--- src/rtl/dram_emu_pkg.sv ---
package dram_emu_pkg;
  localparam int unsigned NUM_ERR = 3;

  typedef enum logic [1:0] {
    ERR_RAS_SHORT = 2'd0,
    ERR_PRE_SHORT = 2'd1,
    ERR_EARLY_ACC = 2'd2
  } err_idx_e;

  typedef struct packed {
    logic row_fall;
    logic row_latch;
    logic refresh;
    logic col_latch;
    logic ras_rise;
    logic cycle_end;
  } strobe_ev_t;
endpackage

--- src/rtl/dram_strobe_decode.sv ---
module dram_strobe_decode
  import dram_emu_pkg::*;
#(
  parameter int unsigned ADDR_W = 9,
  parameter int unsigned NB     = 2
) (
  input  logic              clk_i,
  input  logic              rst_ni,
  input  logic              ras_ni,
  input  logic [NB-1:0]     cas_ni,
  input  logic              we_ni,
  input  logic [ADDR_W-1:0] addr_i,
  output strobe_ev_t        ev_o,
  output logic              active_o,
  output logic              refresh_o,
  output logic [ADDR_W-1:0] row_o,
  output logic [ADDR_W-1:0] col_o,
  output logic [ADDR_W-1:0] ref_cnt_o,
  output logic [NB-1:0]     byte_fall_o,
  output logic              we_fall_o
);
  logic              ras_q, we_q, active_q, ref_q;
  logic [NB-1:0]     cas_q;
  logic [ADDR_W-1:0] row_q, col_q, ref_cnt_q;
  logic              cas_any_n, cas_any_q;
  logic              row_fall, refresh, row_latch, col_latch, ras_rise, cycle_end;

  // combined strobe: low while any byte strobe is low
  assign cas_any_n = &cas_ni;
  assign cas_any_q = &cas_q;

  assign row_fall  = ras_q & ~ras_ni;
  assign refresh   = row_fall & ~cas_any_q;
  assign row_latch = row_fall & cas_any_q;
  assign col_latch = cas_any_q & ~cas_any_n & ~ras_ni & active_q & ~ref_q;
  assign ras_rise  = ~ras_q & ras_ni;
  assign cycle_end = ras_ni & cas_any_n;

  assign ev_o = '{row_fall:  row_fall,
                  row_latch: row_latch,
                  refresh:   refresh,
                  col_latch: col_latch,
                  ras_rise:  ras_rise,
                  cycle_end: cycle_end};

  always_ff @(posedge clk_i or negedge rst_ni) begin
    if (!rst_ni) begin
      ras_q     <= 1'b1;
      cas_q     <= '1;
      we_q      <= 1'b1;
      active_q  <= 1'b0;
      ref_q     <= 1'b0;
      row_q     <= '0;
      col_q     <= '0;
      ref_cnt_q <= '0;
    end else begin
      ras_q <= ras_ni;
      cas_q <= cas_ni;
      we_q  <= we_ni;
      if (refresh) begin
        ref_q     <= 1'b1;
        ref_cnt_q <= ref_cnt_q + 1'b1;
      end
      if (row_latch) begin
        active_q <= 1'b1;
        row_q    <= addr_i;
      end
      if (col_latch) col_q <= addr_i;
      if (cycle_end) begin
        active_q <= 1'b0;
        ref_q    <= 1'b0;
      end
    end
  end

  assign active_o    = active_q;
  assign refresh_o   = ref_q;
  assign row_o       = row_q;
  assign col_o       = col_latch ? addr_i : col_q;
  assign ref_cnt_o   = ref_cnt_q;
  assign byte_fall_o = cas_q & ~cas_ni;
  assign we_fall_o   = we_q & ~we_ni;

  AST_CYCLE_CLOSES: assert property (@(posedge clk_i) disable iff (!rst_ni)
    (ras_ni && (&cas_ni)) |=> (!active_q && !ref_q));
  AST_REFRESH_KEEPS_ROW: assert property (@(posedge clk_i) disable iff (!rst_ni)
    refresh |=> $stable(row_q));
  AST_COL_HELD_IN_PHASE: assert property (@(posedge clk_i) disable iff (!rst_ni)
    (!cas_any_q && !cas_any_n) |=> $stable(col_q));
endmodule

--- src/rtl/dram_timing_chk.sv ---
module dram_timing_chk
  import dram_emu_pkg::*;
#(
  parameter int unsigned T_RAS_MIN   = 4,
  parameter int unsigned T_RP_MIN    = 3,
  parameter int unsigned INIT_CYCLES = 8
) (
  input  logic               clk_i,
  input  logic               rst_ni,
  input  logic               ras_ni,
  input  strobe_ev_t         ev_i,
  output logic [NUM_ERR-1:0] err_o
);
  localparam int unsigned MAX_A = (T_RAS_MIN > T_RP_MIN) ? T_RAS_MIN : T_RP_MIN;
  localparam int unsigned MAX_V = (MAX_A > INIT_CYCLES + 1) ? MAX_A : INIT_CYCLES + 1;
  localparam int unsigned CNT_W = $clog2(MAX_V + 1);

  logic [CNT_W-1:0]   low_cnt_q, high_cnt_q, init_cnt_q;
  logic [NUM_ERR-1:0] err_q, err_set;

  always_comb begin
    err_set = '0;
    err_set[ERR_RAS_SHORT] = ev_i.ras_rise  && (low_cnt_q < CNT_W'(T_RAS_MIN));
    err_set[ERR_PRE_SHORT] = ev_i.row_fall  && (high_cnt_q < CNT_W'(T_RP_MIN));
    err_set[ERR_EARLY_ACC] = ev_i.col_latch && (init_cnt_q <= CNT_W'(INIT_CYCLES));
  end

  always_ff @(posedge clk_i or negedge rst_ni) begin
    if (!rst_ni) begin
      low_cnt_q  <= '0;
      high_cnt_q <= CNT_W'(T_RP_MIN);
      init_cnt_q <= '0;
      err_q      <= '0;
    end else begin
      if (ev_i.row_fall) low_cnt_q <= CNT_W'(1);
      else if (!ras_ni && low_cnt_q < CNT_W'(T_RAS_MIN)) low_cnt_q <= low_cnt_q + 1'b1;
      if (ev_i.ras_rise) high_cnt_q <= CNT_W'(1);
      else if (ras_ni && high_cnt_q < CNT_W'(T_RP_MIN)) high_cnt_q <= high_cnt_q + 1'b1;
      if (ev_i.row_fall && init_cnt_q <= CNT_W'(INIT_CYCLES)) init_cnt_q <= init_cnt_q + 1'b1;
      err_q <= err_q | err_set;
    end
  end

  assign err_o = err_q;

  AST_ERR_STICKY: assert property (@(posedge clk_i) disable iff (!rst_ni)
    (err_q & $past(err_q)) == $past(err_q));
  AST_INIT_SATURATES: assert property (@(posedge clk_i) disable iff (!rst_ni)
    init_cnt_q <= CNT_W'(INIT_CYCLES + 1));
endmodule

--- src/rtl/dram_store.sv ---
module dram_store #(
  parameter int unsigned ADDR_W   = 9,
  parameter int unsigned ROW_BITS = 3,
  parameter int unsigned COL_BITS = 3,
  parameter int unsigned NB       = 2
) (
  input  logic              clk_i,
  input  logic [ADDR_W-1:0] row_i,
  input  logic [ADDR_W-1:0] col_i,
  input  logic [NB-1:0]     wr_be_i,
  input  logic [NB*8-1:0]   wdata_i,
  output logic [NB*8-1:0]   rdata_o
);
  localparam int unsigned IDX_W = ROW_BITS + COL_BITS;
  localparam int unsigned DEPTH = 1 << IDX_W;

  logic [NB*8-1:0] mem_q [DEPTH];
  logic [IDX_W-1:0] idx;
  logic unused_hi;

  // upper address bits alias onto the same word
  assign idx       = {row_i[ROW_BITS-1:0], col_i[COL_BITS-1:0]};
  assign unused_hi = ^{row_i, col_i};

  always_ff @(posedge clk_i) begin
    for (int b = 0; b < NB; b++) begin
      if (wr_be_i[b]) mem_q[idx][b*8 +: 8] <= wdata_i[b*8 +: 8];
    end
  end

  assign rdata_o = mem_q[idx];
endmodule

--- src/rtl/dram_strobe_emu.sv ---
module dram_strobe_emu
  import dram_emu_pkg::*;
#(
  parameter int unsigned ADDR_W      = 9,
  parameter int unsigned ROW_BITS    = 3,
  parameter int unsigned COL_BITS    = 3,
  parameter int unsigned T_RAS_MIN   = 4,
  parameter int unsigned T_RP_MIN    = 3,
  parameter int unsigned INIT_CYCLES = 8
) (
  input  logic              clk_i,
  input  logic              rst_ni,
  input  logic              ras_ni,
  input  logic              lcas_ni,
  input  logic              ucas_ni,
  input  logic              we_ni,
  input  logic              oe_ni,
  input  logic [ADDR_W-1:0] addr_i,
  input  logic [15:0]       dq_i,
  output logic [15:0]       dq_o,
  output logic [1:0]        dq_oe_o,
  output logic [ADDR_W-1:0] ref_row_o,
  output logic [2:0]        err_o
);
  localparam int unsigned NB = 2;

  strobe_ev_t        ev;
  logic [NB-1:0]     cas_n, byte_fall, wr_be, rd_en;
  logic              we_fall, access_active, ref_active;
  logic [ADDR_W-1:0] row, col;
  logic [NB*8-1:0]   rdata;

  assign cas_n = {ucas_ni, lcas_ni};

  dram_strobe_decode #(.ADDR_W(ADDR_W), .NB(NB)) u_decode (
    .clk_i      (clk_i),
    .rst_ni     (rst_ni),
    .ras_ni     (ras_ni),
    .cas_ni     (cas_n),
    .we_ni      (we_ni),
    .addr_i     (addr_i),
    .ev_o       (ev),
    .active_o   (access_active),
    .refresh_o  (ref_active),
    .row_o      (row),
    .col_o      (col),
    .ref_cnt_o  (ref_row_o),
    .byte_fall_o(byte_fall),
    .we_fall_o  (we_fall)
  );

  dram_timing_chk #(
    .T_RAS_MIN  (T_RAS_MIN),
    .T_RP_MIN   (T_RP_MIN),
    .INIT_CYCLES(INIT_CYCLES)
  ) u_timing (
    .clk_i (clk_i),
    .rst_ni(rst_ni),
    .ras_ni(ras_ni),
    .ev_i  (ev),
    .err_o (err_o)
  );

  generate
    for (genvar b = 0; b < NB; b++) begin : g_lane
      // write fires on whichever of strobe / enable falls last
      assign wr_be[b] = access_active & ~ref_active & ~we_ni & ~cas_n[b]
                      & (byte_fall[b] | we_fall);
      assign rd_en[b] = access_active & we_ni & ~oe_ni & ~cas_n[b];
      assign dq_o[b*8 +: 8] = rd_en[b] ? rdata[b*8 +: 8] : 8'h00;
    end
  endgenerate

  assign dq_oe_o = rd_en;

  dram_store #(
    .ADDR_W  (ADDR_W),
    .ROW_BITS(ROW_BITS),
    .COL_BITS(COL_BITS),
    .NB      (NB)
  ) u_store (
    .clk_i  (clk_i),
    .row_i  (row),
    .col_i  (col),
    .wr_be_i(wr_be),
    .wdata_i(dq_i),
    .rdata_o(rdata)
  );

  AST_NO_BUS_CLASH: assert property (@(posedge clk_i) disable iff (!rst_ni)
    (|wr_be) |-> (dq_oe_o == '0));
  AST_REFRESH_SILENT: assert property (@(posedge clk_i) disable iff (!rst_ni)
    (ref_active && !access_active) |-> (dq_oe_o == '0 && wr_be == '0));
  AST_WRITE_NEEDS_CYCLE: assert property (@(posedge clk_i) disable iff (!rst_ni)
    (|wr_be) |-> !ras_ni);
endmodule

--- config.mk ---
export PLATFORM = sky130hd
export DESIGN_NAME = dram_strobe_emu
export DESIGN_NICKNAME = d
export VERILOG_FILES = /design/src/rtl/dram_emu_pkg.sv /design/src/rtl/dram_strobe_decode.sv /design/src/rtl/dram_timing_chk.sv /design/src/rtl/dram_store.sv /design/src/rtl/dram_strobe_emu.sv
export SDC_FILE = /design/constraint.sdc
export NUM_CORES = 1
export LEC_CHECK = 0
export BUFFER_PORTS_ARGS = -buffer_cell sky130_fd_sc_hd__buf_2
export CAP_MARGIN = 20
export CORE_MARGIN = 2
export CORE_UTILIZATION = 55
export DETAILED_ROUTE_END_ITERATION = 10
export PLACE_DENSITY = 0.79
export SYNTH_ARGS = -nofsm -noshare
export SYNTH_HDL_FRONTEND = slang
export SYNTH_HIERARCHICAL = 1
export SYNTH_SLANG_ARGS = --single-unit
--- constraint.sdc ---
create_clock -name clk_i -period 9.8 [get_ports clk_i]
set_input_delay 1.96 -clock clk_i [delete_from_list [all_inputs] [get_ports clk_i]]
set_output_delay 1.96 -clock clk_i [all_outputs]
set_load 0.005 [all_outputs]
Word-level counts from Yosys, hierarchy flattened

Memory sizes are Yosys's and may differ from the RTL's.
Cells that the tools add are included.

Add/subtract/negate cells: 4
$mul: 0
Div/mod/pow operators: 0
Order comparisons: 3
Equal/unequal tests: 0
Shift operators: 0
Muxes and demuxes: 15
Bitwise operators: 34
Reductions and logical operators: 13

Operators by type and width:

| operator              | count |
|---|---|
| $and A1 B1 Y1         | 20 |
| $mux W4               | 4 |
| $mux W8               | 2 |
| $add A4 B1 Y4 const B | 3 |
| $add A9 B1 Y9 const B | 1 |
| $not A1 Y1            | 9 |
| $mux W1               | 8 |
| $reduce_bool A2 Y1    | 4 |
| $logic_and A1 B1 Y1   | 6 |
| $le A4 B4 Y1 const B  | 1 |
| $lt A4 B2 Y1 const B  | 1 |
| $lt A4 B3 Y1 const B  | 1 |
| $reduce_and A2 Y1     | 2 |
| $mux W3               | 1 |
| $or A3 B3 Y3          | 1 |
| $and A2 B2 Y2         | 1 |
| $not A2 Y2            | 1 |
| $or A1 B1 Y1          | 2 |
| $logic_not A1 Y1      | 1 |

Register bits: 36
Latch bits: 0
RAM bits: 1024
Bits in read-only memories: 0
Input port bits: 32
Logic and storage cells: 82
Memories: 1

Memory list:

| name          | depth | bits a word | rd ports | clocked after Yosys merged registers in | write ports | line             | RTL |
|---|---|---|---|---|---|---|---|
| u_store.mem_q | 64    | 16          | 1        | 0                                       | 1           | dram_store.sv:17 | `logic [NB*8-1:0] mem_q [DEPTH];` |

Longest topological paths before layout

Gate-level depths: netlist (run 1).
An unclocked memory read counts as a cell.

Word-level depth: 9
Mapped depth: 16
Depth with buffers taken out: 11

By module

Netlist (run 1), hierarchy kept.

By module, submodules not included:

| module             | instances | cells an instance | area an instance (µm²) | seq. area each (µm²) |
|---|---|---|---|---|
| dram_store         | 1         | 2313              | 39480.4                | 30749.5 |
| dram_strobe_decode | 1         | 114               | 1368.8                 | 830.8 |
| dram_timing_chk    | 1         | 52                | 665.6                  | 377.9 |
| dram_strobe_emu    | 1         | 25                | 161.4                  | 0.0 |

Worst setup path before layout (run 1)

OpenSTA, ideal clock, no wires.

Path kind: input-to-output
From: in lcas_ni
To: out dq_o[11]
Arrival: 4.732 ns
Slack: 3.108 ns
Stages: 13
Buffers on the path: 5
Path through: a21oi_1 > or4b_1 > buf_6 > mux2_4 > buf_6 > buf_2 > inv_1 > buf_2 > buf_1 > mux2_2 > a221oi_1 > nand3_1 > and2_1

Word-level cells in the longest chain between the ends: 9

RTL lines:

| item                       | line                     | RTL |
|---|---|---|
| start, declared            | dram_strobe_emu.sv:14    | `input logic lcas_ni,` |
| $reduce_and A2 Y1          | dram_strobe_decode.sv:29 | `assign cas_any_n = &cas_ni;` |
| $not A1 Y1                 | dram_strobe_decode.sv:35 | `assign col_latch = cas_any_q & ~cas_any_n & ~ras_ni & active_q & ~ref_q;` |
| $and A1 B1 Y1 (4 in a row) | dram_strobe_decode.sv:35 |  |
| $mux W3                    | dram_strobe_decode.sv:79 | `assign col_o = col_latch ? addr_i : col_q;` |
| via col[0]                 | dram_strobe_emu.sv:30    | `logic [ADDR_W-1:0] row, col;` |
| $mem_v2 Z64 W16            | n/a                      |  |
| via rdata[11]              | dram_strobe_emu.sv:31    | `logic [NB*8-1:0] rdata;` |
| $mux W8                    | dram_strobe_emu.sv:70    | `assign dq_o[b*8 +: 8] = rd_en[b] ? rdata[b*8 +: 8] : 8'h00;` |
| end, declared              | dram_strobe_emu.sv:20    | `output logic [15:0] dq_o,` |

The timed path passes the listed nets, and every way through them passes these cells.

Worst setup path in the final report (run 1)

From: in lcas_ni
To: out dq_o[14]

Same word-level chain as after synthesis.

==> reports/qor.yml, run 1 <==
worst_setup_path:
  crit_chain: "buf_2 -> a21oi_1 -> or4b_1 -> mux2_8 -> buf_4 -> mux2_1 -> a21oi_1 -> nand3_1 -> a2111oi_0 -> o2111ai_1 -> and2_1 -> buf_2"
  cp_max_fo: 59
  worstSetupEndpointType: "primary output"
  worst_ep_required_time_ns: 7.84
  crit_buf_inv: 3
  r2r_start: "u_decode/cas_q[0]"
  rrSetupSlack_ns: 4.11
  cpMaxStageDelayCell: "buf_4"
  r2r_cells: 10
  reg2reg_to: "u_store/mem_q[13][8]"
  critPathTopFamily: "compound AO/OA/AOI/OAI gates"
  crit_type: "in2out"
  max_stage_delay_ns: 0.70
  startpoint_type: "input port"
  worstPathArrival_ns: 6.63
synthesis:
  avgSynthCellArea_sq_um: 16.7
  syn_inst: 2465
  netlist_area_sq_um: 41200
  ys_warn_count: 6
  syn-num-nets: 2502
drt:
  drt-vias-per-instance: 7.01
  vias: 25000
  drt_wl_total_mm: 109
  drt_iter0_drc: 4313
  ant_nets: 0
  route.detailed.drc: 0
  drt_pass1_iterations: 6
  drt-wirelength-per-cell_um: 30.5
floorplan:
  fp.coreArea_sq_um: 74300
  start_util: 0.554
  dieWidth_um: 278
  rows: 100
  die_h_um: 278
  num_io_pins: 62
  die-area_sq_um: 77100
timing:
  rsz0062_at_grt: "false"
  max_freq_mhz: 116
  hold_violations: 0
  setup_violations: 0
  fin_tns_setup_ns: 0
  period_minus_slack_ns: 8.59
  worst_slew_margin_rel: 0.195
  worstMarginPinSlew_ns: 1.20
  setup_ws_ns: 1.21
  clock_skew_ns: 0.0411
  fin_crit_sh: 0.876
  drv_slew: 0
run:
  max-cap-violations: 0
min_path:
  hold_depth: 1
  hp-class: "reg2reg"
  min_from: "u_timing/err_o[0]"
  hold_path_end: "u_timing/err_o[0]"
global_routing:
  grt.total_usage: 0.278
  grt_pass1_wl_mm: 158
  grt_max_degree: 65
  grt.overflow.total: 0
  grt_pass1_vias: 24300
  antenna_found_initial: 9
layout:
  fill_cells: 5052
  final_net_count: 2555
  drive_gt1_frac: 0.142
  area_growth_pct: 11.1
  fin_cells: 3567
  antennaDiodeCount: 0
power:
  leakagePower_nw: 14.5
  ir_drop_mv: 0.195
  powerDensity_nw_per_um2: 255
clock_tree:
  clk_pin_slew_worst_paths_ns: 0.06
  cts_hold_repair.buffers: 0
  cts_sinks: 1060
  clockBufferDepth: 3
  clkLatencyLatePin_ns: 0.69
  htreeDepth: 3
  numCtsBuffers: 102
  root_buffer: "clkbuf_16"
  cts-resized-gates: 0
  cts_tree: "done"
  cts_setup_buffers: 0
place:
  dp_cells: 3374
  dpl.hpwl_mm: 64.3
  pre_cts_slack_ns: 1.48
  routabilityCongestion: 0.921
  io_buffers: 55
outcome:
  run_status: "completed"
## per-layer routing
| layer | routed length, um | part of all wire | track usage | up-vias |
|---|---|---|---|---|
| met1 | 37800 | 0.35 | 0.374 | 12400 |
| met4 | 4810 | 0.044 | 0.117 | 8 |
| met3 | 16000 | 0.15 | 0.0781 | 364 |
| li1 | - | - | - | 10100 |
| met2 | 50100 | 0.46 | 0.431 | 2157 |
| met5 | 50 | 0.00046 | 0 | - |
## power by group
group,switching (W),total (W),internal [W],leakage (nW)
registers,0.0000472,0.00506,0.00501,9.63
logic,0.00198,0.00288,0.000891,3.32
clock network,0.00165,0.00371,0.00207,1.53
## final cells by class
type | count | area, sq um | area share
clock buffers | 127 | 2670 | 0.0583
clock inverters | 57 | 470 | 0.0103
repair buffers | 128 | 948 | 0.0207
well taps | 969 | 1210 | 0.0265
multi-input cells | 1217 | 8760 | 0.191
flip-flops and latches | 1060 | 31700 | 0.692
inverters | 9 | 33.8 | 0.000738
## cell usage in the layout, fill, tap and decap left out, types with 24 or more instances in the layout
master,count
edfxtp_1,1024
dfrtp_1,30
a22oi_1,146
clkinv_2,24
buf_2,55
o21ai_0,74
nor2_1,207
buf_4,63
clkbuf_1,24
clkbuf_16,103
mux2i_1,114
o22ai_1,64
nand2_1,70
a21oi_1,54
mux2_2,48
a221oi_1,134
## how the worst max path moves through the flow
| stage | start | to | slack [ns] | depth (start not counted) |
|---|---|---|---|---|
| 2_1_floorplan | lcas_ni | dq_o[11] | 3.14 | 13 |
| 3_3_place_gp | lcas_ni | dq_o[14] | 1.59 | 12 |
| 3_5_place_dp | lcas_ni | dq_o[14] | 1.48 | 13 |
| 4_1_cts | lcas_ni | dq_o[14] | 1.45 | 12 |
| 5_1_grt | lcas_ni | dq_o[14] | 1.18 | 12 |
| 6_report | lcas_ni | dq_o[14] | 1.21 | 12 |
## sequential cells by signal, summed over array words and instances (netlist names)
signal and count:
u_decode/active_o 1, u_decode/cas_q 2, u_decode/col_q 3, u_decode/ras_q 1
u_decode/ref_cnt_o 9, u_decode/refresh_o 1, u_decode/row_o 3, u_decode/we_q 1
u_store/mem_q 1024, u_timing/err_o 3, u_timing/high_cnt_q 4, u_timing/init_cnt_q 4
u_timing/low_cnt_q 4
## worst reg2reg max path, cell delays in order, from the launching register on
cell	delay, ns
dfstp_2	0.55
nand2_1	0.09
a21oi_1	0.12
or4b_1	0.63
mux2_4	0.62
nor2b_4	1.09
buf_4	0.43
buf_4	0.24
nand2_1	0.39
buf_4	0.40
nor2_1	0.74
## metrics by stage
stage	power, W	hold slack [ns]	utilization	cell area [sq um]
after floorplan	0.00681	0.451	-	41200
after global placement	0.00780	0.437	0.571	42400
after detailed placement	0.00787	0.447	0.571	42400
after CTS	0.0115	0.461	0.613	45600
after global routing	0.0119	0.484	0.616	45800
final	0.0116	0.459	0.616	45800
No activity file was read; power rests on OpenSTA's default activity.
==> run 2, diff against run 1 <==
PLACE_DENSITY = 0.82   (was 0.79)
SLEW_MARGIN = 20   (was unset)
clock period = 7.8 ns   (was 9.8 ns; I/O delays follow)
==> run 2 against run 1 <==
- via count grew 1.5%
- sequential share of layout area down 0.44 points
- critical path depth is 2 higher
- combinational power increased by 31%
- register-to-register slack worse by 1.5 ns
- design area up 0.63%
- sequential power grew 26%
- setup slack worse by 0.98 ns
- largest cell class unchanged
==> reports/qor.yml, run 2 (synthesis results as in run 1) <==
power:
  power_w: 0.0150  # was 0.0116 W
  powerDensity_nw_per_um2: 327  # was 255 nW/um^2
  leakagePower_nw: 14.6  # was 14.5 nW
  ir_drop_mv: 0.290  # was 0.195 mV
worst_setup_path:
  critPathTopFamily: "simple AND/OR/NAND/NOR gates"  # was compound AO/OA/AOI/OAI gates
  reg2reg_to: "u_store/mem_q[56][1]"  # was u_store/mem_q[13][8]
  rrSetupSlack_ns: 2.65  # was 4.11 ns
  worstSetupEndpointType: "primary output"  # unchanged
  startpoint_type: "input port"  # unchanged
  cpMaxStageDelayCell: "nor2b_2"  # was buf_4
  crit_buf_inv: 4  # was 3
  crit_type: "in2out"  # unchanged
  crit_path_frequent_cell: "buf_2"
  r2r_cells: 10  # unchanged
  max_stage_delay_ns: 0.91  # was 0.70 ns
  crit_path_end: "dq_o[9]"  # was dq_o[14]
  r2r_start: "u_decode/cas_q[1]"  # was u_decode/cas_q[0]
  crit_chain: "buf_2 -> a21oi_1 -> or4b_1 -> mux2_4 -> buf_12 -> nor2b_2 -> buf_4 -> a221oi_1 -> nor2_1 -> o21ai_0 -> and4_1 -> nand3_1 -> and2_1 -> buf_2"  # was buf_2 -> a21oi_1 -> or4b_1 -> mux2_8 -> buf_4 -> mux2_1 -> a21oi_1 -> nand3_1 -> a2111oi_0 -> o2111ai_1 -> and2_1 -> buf_2
  worst_ep_required_time_ns: 6.24  # was 7.84 ns
  worstPathArrival_ns: 6.01  # was 6.63 ns
  cp_max_fo: 55  # was 59
  cp.depth: 14  # was 12
  critPathLaunch: "lcas_ni"  # unchanged
floorplan:
  die_h_um: 278  # unchanged
  rows: 100  # unchanged
  num_io_pins: 62  # unchanged
  fp.coreArea_sq_um: 74300  # unchanged
  die-area_sq_um: 77100  # unchanged
  start_util: 0.554  # unchanged
  dieWidth_um: 278  # unchanged
run:
  max-cap-violations: 0  # unchanged
layout:
  final_cell_mix: "1024 x edfxtp_1, 207 x nor2_1, 146 x a22oi_1, 134 x a221oi_1, 114 x mux2i_1"  # unchanged
  largest_reg_flops: 1024  # unchanged
  area_growth_pct: 11.8  # was 11.1%
  final_common_cell: "edfxtp_1"  # unchanged
  top_register: "u_store/mem_q"  # unchanged
  drive_gt1_frac: 0.145  # was 0.142
  fin_cells: 3579  # was 3567
  final_net_count: 2562  # was 2555
  final_area_sq_um: 46000  # was 45800 sq um
clock_tree:
  root_buffer: "clkbuf_16"  # unchanged
  htreeDepth: 3  # unchanged
  cts_hold_repair.buffers: 0  # unchanged
  clkLatencyLatePin_ns: 0.68  # was 0.69 ns
  cts-resized-gates: 0  # unchanged
  clk_pin_slew_worst_paths_ns: 0.06  # about the same
  cts_setup_buffers: 0  # unchanged
  numCtsBuffers: 100  # was 102
  cts_tree: "done"  # unchanged
  clockBufferDepth: 3  # unchanged
  cts_sinks: 1060  # unchanged
place:
  dp_cells: 3391  # was 3374
  io_buffers: 55  # unchanged
  placed_area_sq_um: 42600  # was 42400 sq um
  dpl.hpwl_mm: 65.6  # was 64.3 mm
  pre_cts_slack_ns: 0.567  # was 1.48 ns
  routabilityCongestion: 0.896  # was 0.921
timing:
  period_minus_slack_ns: 7.57
  worstMarginPinSlew_ns: 1.17  # was 1.20 ns
  rsz0062_at_grt: "false"  # unchanged
  setup_ws_ns: 0.235  # was 1.21 ns
  setup_violations: 0  # unchanged
  drv_slew: 0  # unchanged
  worst_slew_margin_rel: 0.220  # was 0.195
  hold_violations: 0  # unchanged
  max_freq_mhz: 132
  clock_skew_ns: 0.0742  # was 0.0411 ns
  fin_crit_sh: 0.970
  fin_tns_setup_ns: 0  # unchanged
global_routing:
  grt.overflow.total: 0  # unchanged
  antenna_found_initial: 6  # was 9
  grt_pass1_wl_mm: 161  # was 158 mm
  grt_max_degree: 82  # was 65
  grt_pass1_vias: 24900  # was 24300
  grt.total_usage: 0.284  # was 0.278
drt:
  route.detailed.drc: 0  # unchanged
  drt_iter0_drc: 4687  # was 4313
  drt_wl_total_mm: 111  # was 109 mm
  drt-vias-per-instance: 7.09  # was 7.01
  vias: 25400  # was 25000
  ant_nets: 0  # unchanged
  drt-wirelength-per-cell_um: 31.0  # was 30.5 um
  drt_pass1_iterations: 7  # was 6
outcome:
  run_status: "completed"  # unchanged
min_path:
  hp-class: "reg2reg"  # unchanged
run 2: worst min-delay path by stage:
stage                            from                 to  slack (ns)  cells past startpoint
finish              u_timing/err_o[1]  u_timing/err_o[1]        0.45                      1
floorplan           u_timing/err_o[0]  u_timing/err_o[0]        0.45                      1
global route        u_timing/err_o[1]  u_timing/err_o[1]        0.49                      1
CTS                 u_timing/err_o[1]  u_timing/err_o[1]        0.45                      1
detailed placement  u_timing/err_o[0]  u_timing/err_o[0]        0.44                      1
global placement    u_timing/err_o[0]  u_timing/err_o[0]        0.43                      1
run 2: final cells by class:
| type | count | area [sq um] |
|---|---|---|
| fillers | 4869 | 28300 |
| clock buffers | 120 | 2600 |
| inverters | 9 | 33.8 |
| clock inverters | 65 | 759 |
| repair buffers | 137 | 1010 |
| flip-flops and latches | 1060 | 31700 |
| diodes | 2 | 5.00 |
| multi-input cells | 1217 | 8760 |
| well taps | 969 | 1210 |
run 2: worst register-to-register path, delay by kind of cell (launching register included):
kind                   cells  cell delay (ns)
flip-flops                 1             0.55
multiplexers               1             0.48
AND/OR/NAND/NOR            5             2.52
AO/OA/AOI/OAI              1             0.15
buffers and inverters      3             1.04
run 2: routing by layer:
metal	part of all wire	track usage
met1	0.33	0.365
met2	0.46	0.445
met3	0.16	0.0914
met4	0.052	0.128
met5	0.00048	0
run 2: power breakdown:
| group | switching (W) | internal (W) |
|---|---|---|
| logic | 0.00259 | 0.00118 |
| clock network | 0.00207 | 0.00285 |
| registers | 0.0000621 | 0.00630 |
| total | 0.00472 | 0.0103 |
run 2: through the flow:
| stage | utilization | hold WS, ns |
|---|---|---|
| detailed placement | 0.574 | 0.442 |
| CTS | 0.619 | 0.454 |
| global route | 0.619 | 0.489 |
| finish | 0.619 | 0.447 |
| global placement | 0.574 | 0.435 |
| floorplan | - | 0.451 |
